<file path="config.mk">
export PLATFORM = sky130hd
export DESIGN_NAME = gp_evt_timer
export DESIGN_NICKNAME = d
export VERILOG_FILES = /design/src/rtl/gp_evt_timer_pkg.sv /design/src/rtl/gp_evt_timer_cmd_pipe.sv /design/src/rtl/gp_evt_timer_core.sv /design/src/rtl/gp_evt_timer_regs.sv /design/src/rtl/gp_evt_timer.sv
export SDC_FILE = /design/constraint.sdc
export NUM_CORES = 1
export LEC_CHECK = 0
export ABC_CLOCK_PERIOD_IN_PS = 3200
export BUFFER_PORTS_ARGS = -buffer_cell sky130_fd_sc_hd__buf_4
export CAP_MARGIN = 20
export CORE_MARGIN = 5
export CORE_UTILIZATION = 55
export DETAILED_ROUTE_END_ITERATION = 10
export PLACE_DENSITY_LB_ADDON = 0.3
export SLEW_MARGIN = 20
export SYNTH_ARGS = -nofsm -noshare
export SYNTH_HDL_FRONTEND = slang
export SYNTH_HIERARCHICAL = 1
export SYNTH_SLANG_ARGS = --single-unit
</file>
<file path="constraint.sdc">
create_clock -name clk_i -period 3.2 [get_ports clk_i]
set_input_delay 0.32 -clock clk_i [delete_from_list [all_inputs] [get_ports clk_i]]
set_output_delay 0.32 -clock clk_i [all_outputs]
set_load 0.1 [all_outputs]
</file>
<file path="src/rtl/gp_evt_timer_pkg.sv">
package gp_evt_timer_pkg;
  localparam int unsigned ADDR_W = 3;

  localparam logic [ADDR_W-1:0] A_CTRL   = 3'd0;
  localparam logic [ADDR_W-1:0] A_LOAD   = 3'd1;
  localparam logic [ADDR_W-1:0] A_RELOAD = 3'd2;
  localparam logic [ADDR_W-1:0] A_COUNT  = 3'd3;
  localparam logic [ADDR_W-1:0] A_IEN    = 3'd4;
  localparam logic [ADDR_W-1:0] A_STATUS = 3'd5;

  localparam int unsigned B_RUN  = 0;
  localparam int unsigned B_AUTO = 1;
  localparam int unsigned B_OVF  = 0;
  localparam int unsigned B_IEN  = 0;
endpackage

</file>
<file path="src/rtl/gp_evt_timer_cmd_pipe.sv">
module gp_evt_timer_cmd_pipe #(
  parameter int unsigned DATA_W = 32,
  parameter int unsigned LAT    = 3
) (
  input  logic              clk_i,
  input  logic              rst_i,
  input  logic              in_vld_i,
  input  logic              in_ctrl_i,
  input  logic [DATA_W-1:0] in_data_i,
  output logic              out_vld_o,
  output logic              out_ctrl_o,
  output logic [DATA_W-1:0] out_data_o
);
  localparam int unsigned LAST = LAT - 1;

  logic              vld_q  [LAT];
  logic              ctrl_q [LAT];
  logic [DATA_W-1:0] data_q [LAT];

  always_ff @(posedge clk_i) begin
    if (rst_i) begin
      vld_q[0]  <= 1'b0;
      ctrl_q[0] <= 1'b0;
      data_q[0] <= '0;
    end else begin
      vld_q[0]  <= in_vld_i;
      ctrl_q[0] <= in_ctrl_i;
      data_q[0] <= in_data_i;
    end
  end

  for (genvar s = 1; s < LAT; s++) begin : g_stage
    always_ff @(posedge clk_i) begin
      if (rst_i) begin
        vld_q[s]  <= 1'b0;
        ctrl_q[s] <= 1'b0;
        data_q[s] <= '0;
      end else begin
        vld_q[s]  <= vld_q[s-1];
        ctrl_q[s] <= ctrl_q[s-1];
        data_q[s] <= data_q[s-1];
      end
    end
  end

  assign out_vld_o  = vld_q[LAST];
  assign out_ctrl_o = ctrl_q[LAST];
  assign out_data_o = data_q[LAST];
endmodule

</file>
<file path="src/rtl/gp_evt_timer_core.sv">
module gp_evt_timer_core #(
  parameter int unsigned CNT_W = 32
) (
  input  logic             clk_i,
  input  logic             rst_i,
  input  logic             cmd_vld_i,
  input  logic             cmd_ctrl_i,
  input  logic [CNT_W-1:0] cmd_data_i,
  input  logic [CNT_W-1:0] reload_i,
  output logic [CNT_W-1:0] count_o,
  output logic             run_o,
  output logic             auto_o,
  output logic             ovf_evt_o
);
  import gp_evt_timer_pkg::*;

  localparam logic [CNT_W-1:0] CNT_MAX = '1;

  logic [CNT_W-1:0] count_q;
  logic             run_q;
  logic             auto_q;
  logic             at_max;

  assign at_max    = (count_q == CNT_MAX);
  assign ovf_evt_o = run_q && !cmd_vld_i && at_max;

  always_ff @(posedge clk_i) begin
    if (rst_i) begin
      count_q <= '0;
      run_q   <= 1'b0;
      auto_q  <= 1'b0;
    end else if (cmd_vld_i) begin
      if (cmd_ctrl_i) begin
        run_q  <= cmd_data_i[B_RUN];
        auto_q <= cmd_data_i[B_AUTO];
      end else begin
        count_q <= cmd_data_i;
      end
    end else if (run_q) begin
      if (at_max) begin
        if (auto_q) begin
          count_q <= reload_i;
        end else begin
          count_q <= '0;
          run_q   <= 1'b0;
        end
      end else begin
        count_q <= count_q + 1'b1;
      end
    end
  end

  assign count_o = count_q;
  assign run_o   = run_q;
  assign auto_o  = auto_q;

  // a running count with no pending command steps by exactly one
  a_r2_step: assert property (@(posedge clk_i) disable iff (rst_i)
    (run_q && !cmd_vld_i && !at_max) |=> (count_q == $past(count_q) + 1'b1));

  // one-shot overflow stops the timer at zero
  a_r3_oneshot_stop: assert property (@(posedge clk_i) disable iff (rst_i)
    (ovf_evt_o && !auto_q) |=> (!run_q && count_q == '0));

  // periodic overflow restores the reload value
  a_r4_reload: assert property (@(posedge clk_i) disable iff (rst_i)
    (ovf_evt_o && auto_q) |=> (run_q && count_q == $past(reload_i)));

  // a stopped timer holds its count
  a_r6_hold: assert property (@(posedge clk_i) disable iff (rst_i)
    (!run_q && !cmd_vld_i) |=> $stable(count_q));
endmodule

</file>
<file path="src/rtl/gp_evt_timer_regs.sv">
module gp_evt_timer_regs #(
  parameter int unsigned DATA_W = 32
) (
  input  logic                                clk_i,
  input  logic                                rst_i,
  input  logic                                req_valid_i,
  input  logic                                req_write_i,
  input  logic [gp_evt_timer_pkg::ADDR_W-1:0] req_addr_i,
  input  logic [DATA_W-1:0]                   req_wdata_i,
  input  logic [DATA_W-1:0]                   count_i,
  input  logic                                run_i,
  input  logic                                auto_i,
  input  logic                                ovf_evt_i,
  output logic                                cmd_vld_o,
  output logic                                cmd_ctrl_o,
  output logic [DATA_W-1:0]                   reload_o,
  output logic                                rsp_valid_o,
  output logic [DATA_W-1:0]                   rsp_rdata_o,
  output logic                                irq_o
);
  import gp_evt_timer_pkg::*;

  logic [DATA_W-1:0] reload_q;
  logic [DATA_W-1:0] load_q;
  logic              ien_q;
  logic              ovf_q;
  logic              irq_q;
  logic              rsp_valid_q;
  logic [DATA_W-1:0] rdata_q;
  logic [DATA_W-1:0] rd_mux;
  logic              wr;
  logic              clr;

  assign wr         = req_valid_i && req_write_i;
  assign clr        = wr && (req_addr_i == A_STATUS) && req_wdata_i[B_OVF];
  assign cmd_vld_o  = wr && ((req_addr_i == A_CTRL) || (req_addr_i == A_LOAD));
  assign cmd_ctrl_o = (req_addr_i == A_CTRL);

  always_comb begin
    rd_mux = '0;
    case (req_addr_i)
      A_CTRL: begin
        rd_mux[B_RUN]  = run_i;
        rd_mux[B_AUTO] = auto_i;
      end
      A_LOAD:   rd_mux = load_q;
      A_RELOAD: rd_mux = reload_q;
      A_COUNT:  rd_mux = count_i;
      A_IEN:    rd_mux[B_IEN] = ien_q;
      A_STATUS: rd_mux[B_OVF] = ovf_q;
      default:  rd_mux = '0;
    endcase
  end

  always_ff @(posedge clk_i) begin
    if (rst_i) begin
      reload_q    <= '0;
      load_q      <= '0;
      ien_q       <= 1'b0;
      ovf_q       <= 1'b0;
      irq_q       <= 1'b0;
      rsp_valid_q <= 1'b0;
      rdata_q     <= '0;
    end else begin
      if (wr && req_addr_i == A_RELOAD) reload_q <= req_wdata_i;
      if (wr && req_addr_i == A_LOAD)   load_q   <= req_wdata_i;
      if (wr && req_addr_i == A_IEN)    ien_q    <= req_wdata_i[B_IEN];
      if (ovf_evt_i)  ovf_q <= 1'b1;
      else if (clr)   ovf_q <= 1'b0;
      irq_q       <= ovf_q && ien_q;
      rsp_valid_q <= req_valid_i && !req_write_i;
      if (req_valid_i && !req_write_i) rdata_q <= rd_mux;
    end
  end

  assign reload_o    = reload_q;
  assign rsp_valid_o = rsp_valid_q;
  assign rsp_rdata_o = rdata_q;
  assign irq_o       = irq_q;

  // an overflow on the clearing edge keeps the flag set
  a_r8_ovf_wins: assert property (@(posedge clk_i) disable iff (rst_i)
    ovf_evt_i |=> ovf_q);

  // a clear with no overflow empties the flag
  a_r7_w1c: assert property (@(posedge clk_i) disable iff (rst_i)
    (clr && !ovf_evt_i) |=> !ovf_q);

  // interrupt follows flag and enable one cycle later
  a_r9_irq_on: assert property (@(posedge clk_i) disable iff (rst_i)
    (ovf_q && ien_q) |=> irq_o);
  a_r9_irq_off: assert property (@(posedge clk_i) disable iff (rst_i)
    !(ovf_q && ien_q) |=> !irq_o);
endmodule

</file>
<file path="src/rtl/gp_evt_timer.sv">
module gp_evt_timer #(
  parameter int unsigned DATA_W = 32,
  parameter int unsigned LAT    = 3
) (
  input  logic                                clk_i,
  input  logic                                rst_i,
  input  logic                                req_valid_i,
  input  logic                                req_write_i,
  input  logic [gp_evt_timer_pkg::ADDR_W-1:0] req_addr_i,
  input  logic [DATA_W-1:0]                   req_wdata_i,
  output logic                                rsp_valid_o,
  output logic [DATA_W-1:0]                   rsp_rdata_o,
  output logic                                irq_o
);
  logic              in_vld;
  logic              in_ctrl;
  logic              cmd_vld;
  logic              cmd_ctrl;
  logic [DATA_W-1:0] cmd_data;
  logic [DATA_W-1:0] reload;
  logic [DATA_W-1:0] count;
  logic              run;
  logic              auto_rl;
  logic              ovf_evt;

  gp_evt_timer_regs #(.DATA_W(DATA_W)) regs_i (
    .clk_i       (clk_i),
    .rst_i       (rst_i),
    .req_valid_i (req_valid_i),
    .req_write_i (req_write_i),
    .req_addr_i  (req_addr_i),
    .req_wdata_i (req_wdata_i),
    .count_i     (count),
    .run_i       (run),
    .auto_i      (auto_rl),
    .ovf_evt_i   (ovf_evt),
    .cmd_vld_o   (in_vld),
    .cmd_ctrl_o  (in_ctrl),
    .reload_o    (reload),
    .rsp_valid_o (rsp_valid_o),
    .rsp_rdata_o (rsp_rdata_o),
    .irq_o       (irq_o)
  );

  gp_evt_timer_cmd_pipe #(.DATA_W(DATA_W), .LAT(LAT)) pipe_i (
    .clk_i      (clk_i),
    .rst_i      (rst_i),
    .in_vld_i   (in_vld),
    .in_ctrl_i  (in_ctrl),
    .in_data_i  (req_wdata_i),
    .out_vld_o  (cmd_vld),
    .out_ctrl_o (cmd_ctrl),
    .out_data_o (cmd_data)
  );

  gp_evt_timer_core #(.CNT_W(DATA_W)) core_i (
    .clk_i      (clk_i),
    .rst_i      (rst_i),
    .cmd_vld_i  (cmd_vld),
    .cmd_ctrl_i (cmd_ctrl),
    .cmd_data_i (cmd_data),
    .reload_i   (reload),
    .count_o    (count),
    .run_o      (run),
    .auto_o     (auto_rl),
    .ovf_evt_o  (ovf_evt)
  );
endmodule

</file>
=== After elaboration in Yosys (flattened, before gate mapping) ===
Memories as Yosys holds them, arrays and structs flattened.
Cells that the tools add are included.

* Register bits: 134
* Bits in latches: 0
* Bits in writable memories: 102
* Bits in read-only memories: 0
* Input bits: 39
* Output and inout port bits: 34
* Logic and storage cells: 77
* Memories kept: 3

* Add/sub/neg operators: 1
* Multipliers: 0
* Divide/modulo/power cells: 0
* Order comparisons: 0
* Equal/unequal tests: 8
* Shift-type cells: 0
* Mux-type cells: 27
* Bitwise operators: 9
* Reductions and logical operators: 19

{| class="wikitable"
|+ Memory list
! name !! depth !! bits a word !! rd ports !! clocked after Yosys merged registers in !! wr ports !! RTL line !! RTL
|-
| pipe_i.data_q || 3 || 32 || 3 || 0 || 3 || gp_evt_timer_cmd_pipe.sv:18 || <nowiki>logic [DATA_W-1:0] data_q [LAT];</nowiki>
|-
| pipe_i.ctrl_q || 3 || 1 || 3 || 0 || 3 || gp_evt_timer_cmd_pipe.sv:17 || <nowiki>logic ctrl_q [LAT];</nowiki>
|-
| pipe_i.vld_q || 3 || 1 || 3 || 0 || 3 || gp_evt_timer_cmd_pipe.sv:16 || <nowiki>logic vld_q [LAT];</nowiki>
|}

{| class="wikitable"
|+ Operator list
! cell !! count
|-
| two-way mux 32 bit || 8
|-
| case mux 30 bit (3 select lines) || 1
|-
| adder 32 x 1 -> 32 bit (second input constant) || 1
|-
| == test 32 bit (second input constant) || 1
|-
| two-way mux 1 bit || 16
|-
| logical AND 1 bit || 11
|-
| bitwise OR 1 bit || 9
|-
| == test 3 x 2 -> 1 bit (second input constant) || 2
|-
| == test 3 bit (second input constant) || 2
|-
| case mux 1 bit (6 select lines) || 1
|-
| != test 2 bit (second input constant) || 2
|-
| case mux 1 bit (4 select lines) || 1
|-
| AND reduction 2 bit || 2
|-
| nonzero test 2 bit || 2
|-
| == test 3 x 1 -> 1 bit (second input constant) || 1
|-
| zero test 3 bit || 1
|-
| zero test 1 bit || 2
|-
| logical OR 1 bit || 1
|}

=== Longest topological paths before layout ===
Gate-level depths: netlist of the first run.

* Depth after elaboration: 5
* Depth in mapped cells: 7
* Gate-level depth less buffers: 6

=== Hierarchy ===
Netlist of the first run, hierarchy kept.

{| class="wikitable"
|+ By module, submodules not included
! module !! times used !! cells each !! area an instance (sq um) !! seq. area each (sq um)
|-
| gp_evt_timer_regs || 1 || 471 || 4307.9 || 2001.9
|-
| gp_evt_timer_cmd_pipe || 1 || 215 || 2741.4 || 2042.0
|-
| gp_evt_timer_core || 1 || 362 || 2617.5 || 680.7
|}

=== Worst setup path before layout of the first run ===
OpenSTA, ideal clock, no wires.

* Path kind: reg-to-reg
* Start point: reg core_i.count_q[0] (netlist: core_i/count_o[0])
* End point: reg core_i.count_q[0] (netlist: core_i/count_o[0])
* Setup time: 0.076 ns
* Arrival: 2.118 ns
* Required time: 3.124 ns
* Slack: 1.006 ns
* Stages on the path, launching flop included: 8
* Buffers on the path: 1
* Clock period less this slack: 2.194 ns
* Cells stage by stage: dfxtp_1 -> ha_1 -> nand2_1 -> or4_4 -> buf_6 -> nor3_4 -> mux2_1 -> o22ai_1

* Cells in the longest elaborated chain, start to end: 4
* Elaborated cells between the ends (all ways): 5
* Classes of those cells: add/sub (1); eq/ne (1); mux (3)

{| class="wikitable"
|+ RTL lines
! what !! RTL line !! RTL
|-
| start: declaration || gp_evt_timer_core.sv:19 || <nowiki>logic [CNT_W-1:0] count_q;</nowiki>
|-
| start signal: assignment || gp_evt_timer_core.sv:37 || <nowiki>count_q <= cmd_data_i;</nowiki>
|-
| start signal: assignment || gp_evt_timer_core.sv:42 || <nowiki>count_q <= reload_i;</nowiki>
|-
| start signal: assignment || gp_evt_timer_core.sv:48 || <nowiki>count_q <= count_q + 1'b1;</nowiki>
|-
| adder 32 x 1 -> 32 bit / == test 32 bit (equally long branches) || gp_evt_timer_core.sv:48, gp_evt_timer_core.sv:24 ||
|-
| two-way mux 32 bit (*) || gp_evt_timer_core.sv:40 || <nowiki>if (at_max) begin</nowiki>
|-
| two-way mux 32 bit (*) || gp_evt_timer_core.sv:39 || <nowiki>end else if (run_q) begin</nowiki>
|-
| two-way mux 32 bit (*) || gp_evt_timer_core.sv:32 || <nowiki>end else if (cmd_vld_i) begin</nowiki>
|}

Every way passes the cells marked *; elsewhere a longest branch is shown, timed or not. The select of a mux whose other input is x is not followed.
A chain may end at the register's enable or synchronous reset.

=== Final worst setup path of the first run ===
* Start point: reg core_i.count_q[2] (netlist: core_i/count_o[2])
* End point: reg core_i.count_q[0] (netlist: core_i/count_o[0])

* Cells in the longest elaborated chain, start to end: 4

{| class="wikitable"
|+ RTL lines
! what !! RTL line !! RTL
|-
| == test 32 bit || gp_evt_timer_core.sv:24 || <nowiki>assign at_max = (count_q == CNT_MAX);</nowiki>
|-
| two-way mux 32 bit || gp_evt_timer_core.sv:40 ||
|-
| two-way mux 32 bit || gp_evt_timer_core.sv:39 ||
|-
| two-way mux 32 bit || gp_evt_timer_core.sv:32 ||
|}

Every way passes these cells. The select of a mux whose other input is x is not followed.

==> results of run 1 <==
## worst paths after layout
check	startpoint	endpoint	slack, ps	cells past startpoint
max	core_i/count_o[2]$_SDFFE_PP0P_	core_i/count_o[0]$_SDFFE_PP0P_	630	5
min	req_wdata_i[13]	pipe_i/data_q[0][13]$_SDFF_PP0_	40	2
max reg2reg	core_i/count_o[2]$_SDFFE_PP0P_	core_i/count_o[0]$_SDFFE_PP0P_	630	5
min reg2reg	pipe_i/data_q[1][19]$_SDFF_PP0_	pipe_i/data_q[2][19]$_SDFF_PP0_	430	1
## routing by layer
metal,wire [um],track usage,vias up
li1,-,-,3834
met1,12580,0.4062,3886
met2,11620,0.3771,386
met3,2545,0.05074,43
met4,386,0.05903,0
met5,0,0,-
## placed cells by master (no fill, tap or decap), types with 6 or more instances in the layout
cell | synthesis | final
inv_1 | 11 | 11
nand4_1 | 11 | 11
o21ai_0 | 86 | 86
clkbuf_8 | 0 | 8
xnor2_1 | 6 | 6
buf_4 | 7 | 91
xor2_1 | 11 | 11
clkbuf_16 | 0 | 25
a211oi_1 | 9 | 9
a31oi_1 | 12 | 12
nand2_1 | 36 | 36
a22oi_1 | 36 | 36
nor2_1 | 43 | 42
o2bb2ai_1 | 29 | 29
nand3_1 | 91 | 91
o21ai_1 | 8 | 8
dfxtp_1 | 236 | 236
or3_1 | 7 | 7
nor4_1 | 10 | 10
nor2b_1 | 107 | 105
and4_1 | 7 | 7
a21oi_1 | 85 | 85
nor3_1 | 16 | 16
mux2_2 | 33 | 33
## critical path, cell delays in order (launching register included)
cell	delay (ps)
dfxtp_1	470
nand3_1	290
or4_4	680
nor3_4	490
mux2_1	380
o22ai_1	160
## layout make-up
type / instances / share of cell area
flip-flops and latches: 236 / 0.4247
clock inverters: 5 / 0.007423
clock buffers: 38 / 0.06782
well taps: 225 / 0.02531
multi-input cells: 714 / 0.4032
inverters: 11 / 0.003712
repair buffers: 95 / 0.06782
## registers in the layout, summed over array words and instances, names as in the netlist
signal and cells:
core_i/auto_o 1, core_i/count_o 32, core_i/run_o 1, pipe_i/ctrl_q 3, pipe_i/data_q 96, pipe_i/vld_q 3
regs_i/ien_q 1, regs_i/irq_o 1, regs_i/load_q 32, regs_i/ovf_q 1, regs_i/reload_o 32, regs_i/rsp_rdata_o 32
regs_i/rsp_valid_o 1
## per-stage QoR
step | setup WS (ps) | util | hold slack (ps)
after floorplan | 1006 | - | 413.8
after global placement | 712.3 | 0.5948 | 414.3
after detailed placement | 667.6 | 0.5948 | 420.4
after CTS | 668.3 | 0.6432 | 30.81
after global routing | 474.7 | 0.6432 | 36.43
final | 631.2 | 0.6432 | 35.17
## where the power goes
group	internal, uW	switching, uW
clock network	1780	1140
registers	3000	24.6
logic	108	204
## cells by family after synthesis
kind of cell	synth area share
buf+inv	0.04854
fa+ha+maj	0.001294
mux	0.04504
simple gates	0.2068
xor+xnor	0.01540
compound gates	0.1942
flops	0.4887
==> impl_metrics.env, run 1 <==
export IMPL_syn_to_final_growth_pct=15.08
export IMPL_instances_no_fill=1324
export IMPL_multi_input_area_sq_um=4486
export IMPL_dieWidth_um=142.6
export IMPL_register_area_sq_um=4725
export IMPL_dpl_hpwl_mm=17.68
export IMPL_criticalPathCategory="reg -> reg"
export IMPL_drtPass1Iterations=6
export IMPL_p_total_uw=6253
export IMPL_place_inst=1281
export IMPL_post_cts_resized=0
export IMPL_ios=73
export IMPL_slew_headroom=0.3854
export IMPL_rows=48
export IMPL_viasPerCell=6.155
export IMPL_synth_seq_area_share=0.4887
export IMPL_synth_top_flop_cell="dfxtp_1"
export IMPL_leakage_uw=0.003938
export IMPL_finalCritPeriodShare=0.8028
export IMPL_core_area_sq_um=17300
export IMPL_arrival_ps=3000
export IMPL_synthTopCellsByCount="dfxtp_1 (236), nor2b_1 (107), nand3_1 (91), o21ai_0 (86), a21oi_1 (85)"
export IMPL_crit_fanout=13
export IMPL_grt_pass1_wl_mm=43.01
export IMPL_fmax_ghz=0.3893
export IMPL_grt_pass1_vias=7642
export IMPL_fillCellCount=1429
export IMPL_drive_gt1_frac=0.1720
export IMPL_setup_violations=0
export IMPL_hp_class="in -> reg"
export IMPL_clkTransAtPathRegs_ps=60
export IMPL_cts_buffers=25
export IMPL_synth_area_per_cell_sq_um=9.224
export IMPL_skew_ps=14.49
export IMPL_fin_crit_ps=2569
export IMPL_synth_top_area_cell="dfxtp_1"
export IMPL_drtAntennaViolNets=0
export IMPL_hold_buffers=0
export IMPL_p_per_area_nw_per_um2=562.1
export IMPL_cap_viol_max_count=0
export IMPL_rsz0062_at_grt="no"
export IMPL_grt_usage=0.2622
export IMPL_synth_async_reset_ratio=0
export IMPL_post_synth_top_count_cell="dfxtp_1"
export IMPL_crit_path_end_kind="flop"
export IMPL_irDropWorstVdd_v=0.0004501
export IMPL_tns_ps=0
export IMPL_routed_wirelength_mm=27.13
export IMPL_finalHoldViolCount=0
export IMPL_initial_core_util=0.5589
export IMPL_synthCells=1048
export IMPL_nNetsFinal=1123
export IMPL_die_height_um=142.6
export IMPL_vias=8149
export IMPL_syn_area_sq_um=9667
export IMPL_synth_area_leaders="dfxtp_1 (49%), nor2b_1 (6.9%), nand3_1 (4.7%)"
export IMPL_clockRootBuffer="clkbuf_16"
export IMPL_startpoint_type="flop"
export IMPL_grt_max_degree=121
export IMPL_gp_congestion=0.9333
export IMPL_final_area_sq_um=11120
export IMPL_io_buffer_count=72
export IMPL_grt_antenna_before_repair=0
export IMPL_yosysTopAreaCellShare=0.4887
export IMPL_htreeDepth=1
export IMPL_wl_per_cell_um=20.49
export IMPL_status="finished clean"
export IMPL_cts_max_path_buffers=3
export IMPL_ys_ff_latch=236
export IMPL_cp_required_ps=3630
export IMPL_cts_setup_buffers=0
export IMPL_drc=0
export IMPL_syn_nets=1088
export IMPL_finalMaxSlewViolations=0
export IMPL_insertion_delay_ps=520
export IMPL_die_area_sq_um=20330
export IMPL_grt_ovfl_total=0
export IMPL_placed_cell_area_sq_um=10290
export IMPL_ys_warn_count=6
export IMPL_synth_edf_count=0
export IMPL_clock_sinks=236
export IMPL_cts_tree="yes"
export IMPL_synth_cell_types=68
export IMPL_tightest_slew_ps=922.0
export IMPL_drtIter0Drc=841
export IMPL_diodes=0
Power figures use the tool's default switching activity.
==> run 2, diff against run 1 <==
--- a/config.mk
+++ b/config.mk
@@ -5,7 +5,7 @@
 export SDC_FILE = /design/constraint.sdc
 export NUM_CORES = 1
 export LEC_CHECK = 0
-export ABC_CLOCK_PERIOD_IN_PS = 3200
+export ABC_CLOCK_PERIOD_IN_PS = 2400
 export BUFFER_PORTS_ARGS = -buffer_cell sky130_fd_sc_hd__buf_4
 export CAP_MARGIN = 20
 export CORE_MARGIN = 5
==> constraint.sdc (replaced) <==
create_clock -name clk_i -period 2.4 [get_ports clk_i]
set_input_delay 0.24 -clock clk_i [delete_from_list [all_inputs] [get_ports clk_i]]
set_output_delay 0.24 -clock clk_i [all_outputs]
set_load 0.1 [all_outputs]
==> impl_metrics.env, run 2 (synthesized netlist as in run 1, its figures left out) <==
export IMPL_tightest_slew_ps=647.0
export IMPL_rsz0062_at_grt="no"
export IMPL_initial_core_util=0.5589
export IMPL_die_area_sq_um=20330
export IMPL_p_per_area_nw_per_um2=717.6
export IMPL_crit_chain="nand4_4 -> or4_4 -> buf_4 -> nor3_4 -> buf_4 -> mux2_1 -> o22ai_1"
export IMPL_cts_tree="yes"
export IMPL_cts_max_path_buffers=3
export IMPL_syn_to_final_growth_pct=21.01
export IMPL_finalHoldViolCount=0
export IMPL_regToRegSetupSlack_ps=150
export IMPL_criticalPathCategory="reg -> reg"
export IMPL_grt_max_degree=74
export IMPL_viasPerCell=6.083
export IMPL_grt_ovfl_total=0
export IMPL_htreeDepth=1
export IMPL_skew_ps=10.64
export IMPL_drive_gt1_frac=0.1948
export IMPL_ios=73
export IMPL_setup_violations=0
export IMPL_top_register="pipe_i/data_q"
export IMPL_dpl_hpwl_mm=18.57
export IMPL_routed_wirelength_mm=28.17
export IMPL_cpMostUsedCell="buf_4"
export IMPL_irDropWorstVdd_v=0.0006042
export IMPL_core_area_sq_um=17300
export IMPL_drc=0
export IMPL_insertion_delay_ps=510
export IMPL_instances_no_fill=1391
export IMPL_cts_buffers=24
export IMPL_slowest_delay_ps=570
export IMPL_drtPass1Iterations=6
export IMPL_cap_viol_max_count=0
export IMPL_wl_per_cell_um=20.25
export IMPL_slew_headroom=0.5687
export IMPL_grt_pass1_vias=8091
export IMPL_crit_cells=7
export IMPL_timing_rr_start="core_i/count_o[9]$_SDFFE_PP0P_"
export IMPL_status="finished clean"
export IMPL_tns_ps=0
export IMPL_whs_ps=10.50
export IMPL_grt_antenna_before_repair=1
export IMPL_finalCritPeriodShare=0.9355
export IMPL_finalMaxSlewViolations=0
export IMPL_io_buffer_count=72
export IMPL_grt_usage=0.2775
export IMPL_clock_sinks=236
export IMPL_crit_path_end_kind="flop"
export IMPL_arrival_ps=2680
export IMPL_critical_path_top_delay_family="simple AND/OR/NAND/NOR gates"
export IMPL_crit_fanout=11
export IMPL_largest_register_ffs=96
export IMPL_drtIter0Drc=978
export IMPL_crit_end="core_i/count_o[0]$_SDFFE_PP0P_"
export IMPL_place_inst=1315
export IMPL_startpoint_type="flop"
export IMPL_hp_class="in -> reg"
export IMPL_final_common_cell="dfxtp_1"
export IMPL_leakage_uw=0.004244
export IMPL_vias=8462
export IMPL_critPathLaunch="core_i/count_o[9]$_SDFFE_PP0P_"
export IMPL_drtAntennaViolNets=0
export IMPL_gp_congestion=0.9463
export IMPL_fmax_ghz=0.4454
export IMPL_crit_slowest_cell="or4_4"
export IMPL_clkTransAtPathRegs_ps=60
export IMPL_crit_buf_inv=2
export IMPL_rows=48
export IMPL_nNetsFinal=1187
export IMPL_fin_crit_ps=2245
export IMPL_grt_pass1_wl_mm=45.46
export IMPL_cp_required_ps=2840
export IMPL_dieWidth_um=142.6
export IMPL_ff2ff_path_depth=7
export IMPL_layout_cells_most_common_list="dfxtp_1 (235), buf_4 (127), nor2b_1 (105)"
export IMPL_die_height_um=142.6
export IMPL_r2r_end="core_i/count_o[0]$_SDFFE_PP0P_"
export IMPL_clockRootBuffer="clkbuf_16"
==> run 2: cell count changes in the layout (fill, tap and decap cells not counted), sizes merged <==
cell / previous run / this run
buf: 95 / 132
bufinv: 2 / 3
clkbuf: 38 / 36
clkinv: 2 / 4
diode: 0 / 1
dlygate4sd3: 0 / 28
==> run 2: worst min path at each step <==
stage,to,start,slack [ps],cells past startpoint
CTS,regs_i/reload_o[17]$_SDFFE_PP0P_,req_wdata_i[17],0.2,3
global placement,pipe_i/data_q[1][22]$_SDFF_PP0_,pipe_i/data_q[0][22]$_SDFF_PP0_,420,1
detailed placement,pipe_i/data_q[2][12]$_SDFF_PP0_,pipe_i/data_q[1][12]$_SDFF_PP0_,420,1
floorplan,pipe_i/data_q[0][29]$_SDFF_PP0_,req_wdata_i[29],370,1
global route,regs_i/reload_o[0]$_SDFFE_PP0P_,req_wdata_i[0],10,3
finish,regs_i/reload_o[17]$_SDFFE_PP0P_,req_wdata_i[17],10,3
==> run 2: routing by layer <==
metal  vias to the layer above  global-route usage  share of wire
met4                         0             0.06503          0.020
met2                       413              0.4028           0.43
met1                      4017              0.4246           0.46
li1                       3986                   -              -
met5                         -                   0              0
met3                        46             0.05477          0.094
==> run 2: timing repair <==
action                                  CTS  global route
hold buffers                             28             0
setup buffers                             0             3
gates resized for setup                   0             1
endpoints found under the setup margin    0             4
hold endpoints to repair                 36             0
==> run 2: where the power goes <==
| group | total, uW | leakage (uW) | switching (uW) | internal [uW] |
|---|---|---|---|---|
| Sequential | 4040 | 0.00192 | 32.4 | 4000 |
| Combinational | 471 | 0.00191 | 287 | 184 |
| Clock | 3890 | 0.000414 | 1500 | 2390 |
| Total | 8390 | 0.00424 | 1820 | 6570 |
==> run 2: metrics by stage <==
step	util	instance area, sq um	setup slack, ps	power (uW)
after floorplan	-	9667	205.9	4379
after global placement	0.6102	10560	130.9	4541
after detailed placement	0.6102	10560	69.61	4545
after CTS	0.6748	11670	73.32	8429
after global routing	0.6763	11700	44.34	8675
final	0.6763	11700	154.8	8394
==> run 2: cell type report <==
cell class / count / area [sq um]
flip-flops and latches: 236 / 4726
repair buffers: 160 / 1325
well taps: 225 / 281.5
diodes: 1 / 2.502
clock inverters: 8 / 118.9
clock buffers: 36 / 716.9
multi-input cells: 714 / 4486
inverters: 11 / 41.29
fillers: 1364 / 5599
==> run 2: worst register-to-register path, delay by kind of cell (launching register included) <==
family,cells,cell delay (ps)
buffers and inverters,2,360
AND/OR/NAND/NOR,3,930
multiplexers,1,310
AO/OA/AOI/OAI,1,140
flip-flops,1,430
